$ cat config.mk
export PLATFORM = sky130hd
export DESIGN_NAME = cof_trace_fifo
export DESIGN_NICKNAME = d
export VERILOG_FILES = /design/src/rtl/cof_trace_pkg.sv /design/src/rtl/cof_trace_store.sv /design/src/rtl/cof_trace_ptr.sv /design/src/rtl/cof_trace_fifo.sv
export SDC_FILE = /design/constraint.sdc
export NUM_CORES = 1
export LEC_CHECK = 0
export CELL_PAD_IN_SITES_DETAIL_PLACEMENT = 1
export CELL_PAD_IN_SITES_GLOBAL_PLACEMENT = 2
export CORE_MARGIN = 1
export CORE_UTILIZATION = 35
export CTS_BUF_LIST = sky130_fd_sc_hd__clkbuf_16
export CTS_CLUSTER_SIZE = 14
export DETAILED_ROUTE_END_ITERATION = 7
export PLACE_DENSITY_LB_ADDON = 0.1
export SYNTH_ARGS = -nofsm -noshare
export SYNTH_HDL_FRONTEND = slang
export SYNTH_HIERARCHICAL = 1
export SYNTH_SLANG_ARGS = --single-unit
$ cat constraint.sdc
create_clock -name clk -period 2.25 [get_ports clk]
set_clock_uncertainty 0.05 [all_clocks]
set_input_delay 0.45 -clock clk [delete_from_list [all_inputs] [get_ports clk]]
set_output_delay 0.45 -clock clk [all_outputs]
set_load 0.005 [all_outputs]
$ cat src/rtl/cof_trace_pkg.sv
package cof_trace_pkg;

    typedef enum logic [0:0] {
        MODE_RUN   = 1'b0,
        MODE_DEBUG = 1'b1
    } core_mode_e;

endpackage

$ cat src/rtl/cof_trace_store.sv
module cof_trace_store #(
    parameter int DEPTH  = 8,
    parameter int ADDR_W = 32,
    localparam int IDX_W = $clog2(DEPTH)
) (
    input  logic              clk,
    input  logic              rst_n,
    input  logic              wr_en,
    input  logic [IDX_W-1:0]  wr_idx,
    input  logic [ADDR_W-1:0] wr_data,
    input  logic [IDX_W-1:0]  rd_idx,
    output logic [ADDR_W-1:0] rd_data
);

    logic [ADDR_W-1:0] slot_d [DEPTH];
    logic [ADDR_W-1:0] slot_q [DEPTH];

    for (genvar g = 0; g < DEPTH; g++) begin : g_slot
        always_comb begin
            slot_d[g] = slot_q[g];
            if (wr_en && (wr_idx == IDX_W'(g))) begin
                slot_d[g] = wr_data;
            end
        end

        always_ff @(posedge clk or negedge rst_n) begin
            if (!rst_n) begin
                slot_q[g] <= '0;
            end else begin
                slot_q[g] <= slot_d[g];
            end
        end

        // A slot that is not written keeps its address
        assert_slot_frozen_R9 : assert property (@(posedge clk) disable iff (!rst_n)
            !wr_en |=> $stable(slot_q[g]));
    end

    assign rd_data = slot_q[rd_idx];

endmodule

$ cat src/rtl/cof_trace_ptr.sv
module cof_trace_ptr
    import cof_trace_pkg::*;
#(
    parameter int DEPTH = 8,
    localparam int IDX_W = $clog2(DEPTH)
) (
    input  logic             clk,
    input  logic             rst_n,
    input  core_mode_e       mode,
    input  logic             cap_valid,
    input  logic             rd_strobe,
    output logic             wr_en,
    output logic [IDX_W-1:0] wr_idx,
    output logic [IDX_W-1:0] rd_idx
);

    typedef struct packed {
        logic [IDX_W-1:0] wr;
        logic [IDX_W-1:0] rd;
    } ptr_state_s;

    ptr_state_s st_d, st_q;

    function automatic logic [IDX_W-1:0] step(input logic [IDX_W-1:0] p);
        if (p == IDX_W'(DEPTH - 1)) begin
            return '0;
        end
        return p + 1'b1;
    endfunction

    always_comb begin
        st_d  = st_q;
        wr_en = cap_valid && (mode == MODE_RUN);
        if (wr_en) begin
            st_d.wr = step(st_q.wr);
        end
        if (mode == MODE_RUN) begin
            st_d.rd = st_d.wr;
        end else if (rd_strobe) begin
            st_d.rd = step(st_q.rd);
        end
    end

    always_ff @(posedge clk or negedge rst_n) begin
        if (!rst_n) begin
            st_q <= '0;
        end else begin
            st_q <= st_d;
        end
    end

    assign wr_idx = st_q.wr;
    assign rd_idx = st_q.rd;

    assert_wr_advance_R2 : assert property (@(posedge clk) disable iff (!rst_n)
        (cap_valid && mode == MODE_RUN) |=> wr_idx == step($past(wr_idx)));

    assert_wr_frozen_R7 : assert property (@(posedge clk) disable iff (!rst_n)
        (mode == MODE_DEBUG) |=> $stable(wr_idx));

    assert_rd_advance_R5 : assert property (@(posedge clk) disable iff (!rst_n)
        (mode == MODE_DEBUG && rd_strobe) |=> rd_idx == step($past(rd_idx)));

    assert_rd_hold_R5 : assert property (@(posedge clk) disable iff (!rst_n)
        (mode == MODE_DEBUG && !rd_strobe) |=> $stable(rd_idx));

endmodule

$ cat src/rtl/cof_trace_fifo.sv
module cof_trace_fifo
    import cof_trace_pkg::*;
#(
    parameter int DEPTH  = 8,
    parameter int ADDR_W = 32,
    localparam int IDX_W = $clog2(DEPTH)
) (
    input  logic              clk,
    input  logic              rst_n,
    input  logic              debug_mode,
    input  logic              cap_valid,
    input  logic [ADDR_W-1:0] cap_addr,
    input  logic              rd_strobe,
    output logic [ADDR_W-1:0] trace_addr
);

    core_mode_e       mode;
    logic             wr_en;
    logic [IDX_W-1:0] wr_idx;
    logic [IDX_W-1:0] rd_idx;

    assign mode = debug_mode ? MODE_DEBUG : MODE_RUN;

    cof_trace_ptr #(
        .DEPTH (DEPTH)
    ) u_ptr (
        .clk       (clk),
        .rst_n     (rst_n),
        .mode      (mode),
        .cap_valid (cap_valid),
        .rd_strobe (rd_strobe),
        .wr_en     (wr_en),
        .wr_idx    (wr_idx),
        .rd_idx    (rd_idx)
    );

    cof_trace_store #(
        .DEPTH  (DEPTH),
        .ADDR_W (ADDR_W)
    ) u_store (
        .clk     (clk),
        .rst_n   (rst_n),
        .wr_en   (wr_en),
        .wr_idx  (wr_idx),
        .wr_data (cap_addr),
        .rd_idx  (rd_idx),
        .rd_data (trace_addr)
    );

    // On debug entry the read side starts on the oldest slot
    assert_entry_oldest_R4 : assert property (@(posedge clk) disable iff (!rst_n)
        $rose(debug_mode) |-> rd_idx == wr_idx);

    // No store write can occur while halted
    assert_no_write_debug_R7 : assert property (@(posedge clk) disable iff (!rst_n)
        debug_mode |-> !wr_en);

endmodule

==> results of run 1 <==
Yosys cell counts:
library cell and instances:
nor2b_4 1, nand4_1 1, buf_2 22, dfrtp_1 262, clkbuf_2 3, mux2_1 9
buf_4 12, mux2i_1 3, buf_6 7, buf_1 3, nor2b_1 3, ha_1 4
nand4b_1 3, nor4b_4 1, a211oi_1 3, nor4bb_1 3, mux4_2 24, mux2_2 282
mux4_1 40, clkbuf_1 2, a21oi_1 3, nor2_1 2
how the worst max path moves through the flow:
stage                                from              to  slack (ns)  cells after the start
after floorplan           u_ptr/rd_idx[0]   trace_addr[9]        0.24                      4
after global placement    u_ptr/rd_idx[0]   trace_addr[9]       -0.30                      4
after detailed placement  u_ptr/rd_idx[0]  trace_addr[15]       -0.34                      4
after CTS                 u_ptr/rd_idx[0]   trace_addr[8]       -0.75                      8
after global routing      u_ptr/rd_idx[0]   trace_addr[8]       -0.66                      7
final                     u_ptr/rd_idx[0]   trace_addr[8]       -0.61                      7
metal layers:
layer	share of wire, %	track usage, %	vias up	wire (microns)
li1	-	-	2896	-
met1	46	25.3	3774	14000
met2	49	29.6	101	15100
met3	3.0	2.87	40	929
met4	1.7	4.41	0	507
met5	0	0	-	0
power by group through the flow:
stage	Clock, mW	Sequential (mW)	Combinational (mW)
after floorplan	0	7.65	5.43
after global placement	0	7.98	8.09
after detailed placement	0	8.20	8.30
after CTS	5.03	8.21	9.46
after global routing	5.22	8.52	10.3
final	4.87	8.23	9.60
cell usage in the layout (no fill, tap or decap):
master	Yosys	routed
a211oi_1	3	3
a21oi_1	3	3
buf_12	0	28
buf_16	0	4
buf_4	12	35
buf_6	7	31
buf_8	0	8
bufinv_16	0	1
clkbuf_16	0	36
clkbuf_2	3	12
clkdlybuf4s15_2	0	1
clkdlybuf4s50_1	0	35
clkinv_1	0	10
clkinv_2	0	5
dfrtp_1	262	259
dfrtp_2	0	2
dfrtp_4	0	1
dlygate4sd2_1	0	1
dlygate4sd3_1	0	1
ha_1	4	4
inv_1	0	3
inv_6	0	1
mux2_1	9	9
mux2_2	282	253
mux2_4	0	29
mux2i_1	3	3
mux4_2	24	64
nand4_1	1	1
nand4b_1	3	3
nor2_1	2	2
nor2b_1	3	3
nor2b_4	1	1
nor4b_4	1	1
nor4bb_4	0	3
registers in the layout, summed over array words and instances (netlist names):
signal	count
u_ptr/wr_idx	3
u_store/slot_q	256
u_ptr/rd_idx	3
critical path: stages, from the launching register on:
cell	delay, ns
dfrtp_4	0.51
buf_12	0.16
buf_8	0.12
buf_8	0.12
buf_6	0.11
mux4_2	0.43
mux2_4	0.28
buf_6	0.12
what timing repair did:
item	CTS	global route
setup buffers	23	26
gates resized for setup	193	45
cloned	5	1
endpoints found under the hold margin	40	0
setup endpoints to repair	32	32
hold buffers	1	0
pin swaps	0	0
cell families after synthesis:
logic type | count (synthesis)
fa+ha+maj | 4
compound gates | 6
flops | 262
simple gates | 14
buf+inv | 49
mux | 358
layout make-up:
type / instances / area (sq um)
well taps: 448 / 561
clock buffers: 35 / 876
fillers: 3227 / 18500
repair buffers: 157 / 1870
multi-input cells: 382 / 5120
clock inverters: 20 / 113
flip-flops and latches: 262 / 6560
==> metrics.yaml, run 1 <==
grt_pass1_wl_microns: 48700
p_sw_mw: 6.54
route.vias.total: 6811
worst_slack_ns: -0.607
rows: 67
fmax_mhz: 350
routedWlPerCell_microns: 23.5
syn-cell-area_sq_um: 12000
fin_util_pct: 44.9
die_h_microns: 187
syn_inst: 693
combPwrFrac_pct: 42.3
rrSetupSlack_ns: 0.37
globalRouteOverflowTotal: 0
final_area_sq_um: 15100
power_frac_clock_pct: 21.4
cts_tree: "yes"
critical_path_class: "register to primary output"
initialDrtViolationCount: 218
hold_viol_final: 0
synth_area_leader_cell: "dfrtp_1"
antenna_found_initial: 1
cts-htree-levels: 2
hp-class: "primary input to async pin"
portBuffers: 68
synth_nets: 734
ir_worst_vdd_uv: 568
fin_tns_setup_ns: -15.90
vias_per_cell: 5.22
cts.reportedPaths.clkPinSlew_ns: 0.05
cts-root-buf: "clkbuf_16"
postSynthAreaPerCell_sq_um: 17.3
worst_slew_pin_slew_ns: 0.508
synth-xor-area-share_pct: 0
start_util_pct: 35.6
cap_violations: 0
ys_types: 22
synth_fa_ha_area_share_pct: 0.418
outcome: "finished, violations left"
total_leakage_power_nw: 6.62
ys_ff_latch: 262
intPower_mw: 16.2
reg2reg_from: "u_ptr/wr_idx[1]"
arrival_ns: 2.36
grt_pass1_vias: 7863
clk_latency_ns: 0.50
die_w_microns: 187
stdcell_count: 1304
hpwlAfterDp_microns: 17200
drc: 0
setup_violations: 32
ios: 69
die_area_sq_um: 35000
dpl_cell_area_sq_um: 13500
wl_microns: 30600
drive_gt1_share_pct: 60.3
gp_congestion: 0.682
synth_top_family_by_area: "multiplexers"
ys_warn_count: 6
p_sw_share_pct: 28.8
crit_fanout: 5
period_needed_ns: 2.86
rsz0062_at_grt: "true"
synth_area_leaders: "dfrtp_1 55%, mux2_2 27%, mux4_1 8.8%"
grt_max_degree: 64
cp_data_required_time_ns: 1.75
relSlewSlack_pct: 66.2
numCtsBuffers: 34
seq_power_share_pct: 36.3
synth_simple_gate_area_share_pct: 1.05
core_sq_um: 33600
drt-pass1-iter-count: 4
seq_area_frac_synth_pct: 54.7
period_share_pct: 127
slew_viol_final: 0
dp_slack_ns: -0.336
power_mw: 22.7
ctsLongestPathBuffers: 3
rr_endpoint: "u_store/slot_q[179]"
startpoint_type: "register"
synth_mux_area_share_pct: 40.9
power_density_nw_per_um2: 1500
area_growth_syn_to_layout_pct: 26.0
yosysTopAreaCellShare_pct: 54.7
clock_sinks: 262
grtUsageTotal_pct: 18.1
ant_nets: 0
holdWs_ns: 0.418
violations: "negative setup slack"
diodes: 0
rr_worst_depth: 3
finalNetCount: 878
end_kind: "primary output"
synth_compound_area_share_pct: 0.313
dp_cells: 1198
Note: power is estimated with default switching activity, not from simulation.
==> run 2: changes to the inputs <==
--- a/config.mk
+++ b/config.mk
@@ -11,3 +11,2 @@
 export CORE_UTILIZATION = 35
-export CTS_BUF_LIST = sky130_fd_sc_hd__clkbuf_16
 export CTS_CLUSTER_SIZE = 14
--- a/constraint.sdc
+++ b/constraint.sdc
@@ -4,2 +4,2 @@
 set_output_delay 0.45 -clock clk [all_outputs]
-set_load 0.005 [all_outputs]
+set_load 0.05 [all_outputs]
==> run 2 against run 1 <==
Critical path type unchanged. Via count shrank 3.4%. Routed wire length shrank 3.1%. Clock-buffer cell count grew 14. The flow still finishes with violations (negative setup slack).
==> metrics.yaml, run 2 (synthesized netlist as in run 1, its figures left out) <==
cap_violations: 0
start_util_pct: 35.6
total_leakage_power_nw: 6.30
max_stage_delay_ns: 0.52
rsz0062_at_grt: "true"
rows: 67
timing.critical_path.buf_inv: 3
violations: "negative setup slack"
drt-pass1-iter-count: 4
drive_gt1_share_pct: 57.6
wl_met1_microns: 13300
finalNetCount: 826
critical_path_class: "register to primary output"
rrSetupSlack_ns: 0.35
dp_slack_ns: -0.240
final_area_sq_um: 14600
layout_common_cells: "259 x mux2_2, 259 x dfrtp_1, 62 x mux4_2"
cts-htree-levels: 1
ir_worst_vdd_uv: 954
met3_length_microns: 910
gp_congestion: 0.674
p_sw_share_pct: 34.8
die_area_sq_um: 35000
end_kind: "primary output"
dpl_cell_area_sq_um: 13300
fmax_mhz: 352
rr_endpoint: "u_store/slot_q[242]"
setup_violations: 32
ctsLongestPathBuffers: 3
power_density_nw_per_um2: 1690
reg2reg_from: "u_ptr/wr_idx[2]"
clock_sinks: 262
cts-root-buf: "clkbuf_16"
hp-class: "primary input to async pin"
power_frac_clock_pct: 18.7
cp_data_required_time_ns: 1.75
seq_power_share_pct: 33.4
grt_pass1_vias: 7808
diodes: 0
die_h_microns: 187
grt_max_degree: 63
intPower_mw: 16.1
regMostFlops: "u_store/slot_q"
slew_viol_final: 0
ant_nets: 0
route.vias.total: 6577
core_sq_um: 33600
path_delay_family: "multiplexers"
wl_met2_microns: 14900
hpwlAfterDp_microns: 16900
worst_slack_ns: -0.590
antenna_found_initial: 0
crit_chain: "buf_12 > buf_16 > mux4_2 > mux2_4 > buf_8"
cts.reportedPaths.clkPinSlew_ns: 0.06
routedWlPerCell_microns: 23.6
hold_viol_final: 0
drc: 0
largest_reg_flops: 256
highest_layer: "met4"
p_sw_mw: 8.59
period_needed_ns: 2.84
slowest_stage: "dfrtp_4"
cts_tree: "yes"
portBuffers: 68
wl_microns: 29600
startpoint_type: "register"
numCtsBuffers: 30
rr_worst_depth: 3
outcome: "finished, violations left"
grt_pass1_wl_microns: 48000
vias_per_cell: 5.24
crit_fanout: 7
power_mw: 24.7
combPwrFrac_pct: 47.9
worst_slew_pin_slew_ns: 0.545
area_growth_syn_to_layout_pct: 22.0
ios: 69
globalRouteOverflowTotal: 0
period_share_pct: 126
initialDrtViolationCount: 190
grtUsageTotal_pct: 17.8
clk_latency_ns: 0.54
relSlewSlack_pct: 63.6
die_w_microns: 187
arrival_ns: 2.34
## run 2: worst max-delay path by stage
stage | start | endpoint | slack (ns) | depth (start not counted)
final | u_ptr/rd_idx[0] | trace_addr[11] | -0.59 | 5
after detailed placement | cap_valid | u_store/slot_q[164] | -0.24 | 5
after CTS | u_ptr/rd_idx[0] | trace_addr[16] | -0.67 | 5
after floorplan | u_ptr/rd_idx[0] | trace_addr[9] | 0.12 | 4
after global routing | u_ptr/rd_idx[0] | trace_addr[11] | -0.66 | 5
after global placement | cap_valid | u_store/slot_q[229] | -0.18 | 5
## run 2: through the flow
stage	utilization (%)	setup TNS, ns	cells	hold WS [ns]
after CTS	43.5	-19.38	1254	0.410
after global routing	43.5	-19.70	1254	0.435
after detailed placement	39.7	-23.81	1191	0.388
after global placement	39.7	-18.36	1191	0.377
after floorplan	-	0	693	0.104
final	43.5	-17.20	1254	0.403
## run 2: metal layers
| layer | vias to the layer above | GRT usage, % |
|---|---|---|
| met5 | - | 0 |
| met4 | 0 | 3.63 |
| met3 | 43 | 2.59 |
| met2 | 105 | 30.4 |
| met1 | 3619 | 24.3 |
| li1 | 2810 | - |
## run 2: final cells by class
type | instances | area [sq um]
Multi-Input combinational cell | 382 | 5100
Clock inverter | 4 | 45.0
Fill cell | 3232 | 19000
Tap cell | 448 | 561
Timing Repair Buffer | 109 | 1460
Clock buffer | 49 | 883
Sequential cell | 262 | 6560
## run 2: power by group through the flow
stage          Sequential [mW]  Combinational, mW  Clock, mW
5_1_grt                   8.52               12.5       4.95
6_report                  8.23               11.8       4.62
3_5_place_dp              8.22               10.3          0
4_1_cts                   8.21               11.9       4.79
3_3_place_gp              7.96               10.1          0
2_1_floorplan             7.65               7.73          0
## run 2: timing repair
| action | CTS | global route |
|---|---|---|
| hold endpoints to repair | 55 | 0 |
| resized for setup | 98 | 16 |
| cloned | 5 | 0 |
| buffers inserted | 4 | 0 |
| pin swaps | 0 | 0 |
| setup endpoints to repair | 32 | 32 |
| hold buffers | 1 | 0 |
==> run 3: changes to the inputs <==
--- a/config.mk
+++ b/config.mk
@@ -14,2 +14,3 @@
 export PLACE_DENSITY_LB_ADDON = 0.1
+export SETUP_SLACK_MARGIN = 0.15
 export SYNTH_ARGS = -nofsm -noshare
==> constraint.sdc (replaced) <==
create_clock -name clk -period 2.25 [get_ports clk]
set_clock_uncertainty 0.05 [all_clocks]
set_input_delay 0.5625 -clock clk [delete_from_list [all_inputs] [get_ports clk]]
set_output_delay 0.5625 -clock clk [all_outputs]
set_load 0.05 [all_outputs]
==> run 3 against run 2 <==
The flow still finishes with violations (negative setup slack). Sequential share of layout area is 0.46 points lower. Global-route usage increased by 0.17 points. Register-to-register slack worse by 0.08 ns. Setup slack lost 0.076 ns. Largest power group unchanged.
==> metrics.yaml, run 3 (synthesized netlist as in run 1, its figures left out) <==
routedWlPerCell_microns: 23.7
grtUsageTotal_pct: 18.0
largest_reg_flops: 256
top_usage_layer: "met2"
max_stage_delay_ns: 0.53
start_util_pct: 35.6
ios: 69
cts.reportedPaths.clkPinSlew_ns: 0.06
antenna_found_initial: 0
drc: 0
ant_nets: 0
ir_worst_vdd_uv: 1120
grt_pass1_wl_microns: 48400
violations: "negative setup slack"
setup_violations: 32
die_h_microns: 187
drive_gt1_share_pct: 59.2
finalNetCount: 837
period_share_pct: 130
rows: 67
clock_sinks: 262
die_area_sq_um: 35000
layout_common_cells: "259 x dfrtp_1, 250 x mux2_2, 63 x mux4_2"
grt_max_degree: 57
p_sw_mw: 8.68
ctsLongestPathBuffers: 3
crit_fanout: 7
drt-pass1-iter-count: 4
slew_viol_final: 0
hp-class: "register to register"
relSlewSlack_pct: 66.1
met3_usage_pct: 2.48
numCtsBuffers: 31
total_leakage_power_nw: 6.42
fmax_mhz: 343
outcome: "finished, violations left"
use_met2_pct: 31.5
wl_microns: 30000
hold_viol_final: 0
regMostFlops: "u_store/slot_q"
final_common_cell: "dfrtp_1"
power_density_nw_per_um2: 1690
initialDrtViolationCount: 208
worst_slew_pin_slew_ns: 0.508
combPwrFrac_pct: 47.3
power_frac_clock_pct: 19.7
clk_latency_ns: 0.55
globalRouteOverflowTotal: 0
dp_cells: 1196
diodes: 0
worst_slack_ns: -0.666
cts-htree-levels: 1
p_sw_share_pct: 34.9
period_needed_ns: 2.92
crit_chain: "buf_12 > buf_16 > mux4_2 > mux2_4 > buf_6"
vias_per_cell: 5.18
grt_pass1_vias: 7923
slowest_stage: "mux4_2"
fin_util_pct: 43.9
cp_data_required_time_ns: 1.64
die_w_microns: 187
cts-root-buf: "clkbuf_16"
end_kind: "primary output"
gp_congestion: 0.704
rrSetupSlack_ns: 0.27
seq_power_share_pct: 33.0
route.vias.total: 6568
cap_violations: 0
use_met1_pct: 23.7
core_sq_um: 33600
hpwlAfterDp_microns: 17900
area_growth_syn_to_layout_pct: 23.2
intPower_mw: 16.2
cts_tree: "yes"
dp_slack_ns: -0.342
startpoint_type: "register"
critical_path_class: "register to primary output"
holdWs_ns: 0.440
portBuffers: 68
arrival_ns: 2.30
stdcell_count: 1267
rsz0062_at_grt: "true"
[run 3: final timing paths]
path / startpoint / cells after the start / to
min: u_store/slot_q[110] / 1 / u_store/slot_q[110]
max reg2reg: u_ptr/rd_idx[0] / 8 / u_ptr/rd_idx[2]
max: u_ptr/rd_idx[0] / 5 / trace_addr[12]
min reg2reg: u_store/slot_q[110] / 1 / u_store/slot_q[110]
min in group asynchronous: rst_n / 2 / u_store/slot_q[218]
max in group asynchronous: rst_n / 3 / u_store/slot_q[191]
[run 3: routing by layer]
layer	vias to the layer above	part of all wire, %
li1	2833	-
met1	3594	44
met2	95	51
met3	46	2.9
met4	0	1.9
met5	-	0
[run 3: power groups by stage]
stage | logic [mW] | clock network [mW] | registers (mW)
after global placement | 10.6 | 0 | 8.01
after global routing | 12.5 | 5.23 | 8.53
after CTS | 11.9 | 5.07 | 8.22
after detailed placement | 11.0 | 0 | 8.29
final | 11.8 | 4.90 | 8.22
after floorplan | 8.47 | 0 | 7.68
[run 3: critical path: cells and delay by family, from the launching register on]
family,cells,cell delay (ns)
flip-flops,1,0.47
buffers and inverters,3,0.47
multiplexers,2,0.81
[run 3: area by class of cell]
class / count / area, sq um
multi-input cells: 382 / 5130
repair buffers: 119 / 1500
fillers: 3190 / 18800
clock inverters: 8 / 72.6
clock buffers: 48 / 940
well taps: 448 / 561
flip-flops and latches: 262 / 6560
[run 3: what timing repair did]
action | 4_1_cts | 5_1_grt
gates cloned | 3 | 2
gates resized for setup | 44 | 1
hold endpoints to repair | 40 | 0
setup endpoints to repair | 32 | 32
hold buffers | 1 | 0
setup buffers | 9 | 0
[run 3: through the flow]
| step | area, sq um | power, mW | setup TNS, ns |
|---|---|---|---|
| 2_1_floorplan | 12000 | 16.2 | 0 |
| 3_3_place_gp | 13400 | 18.6 | -38.08 |
| 3_5_place_dp | 13400 | 19.2 | -49.00 |
| 4_1_cts | 14700 | 25.2 | -21.57 |
| 5_1_grt | 14800 | 26.3 | -22.39 |
| 6_report | 14800 | 24.9 | -20.23 |
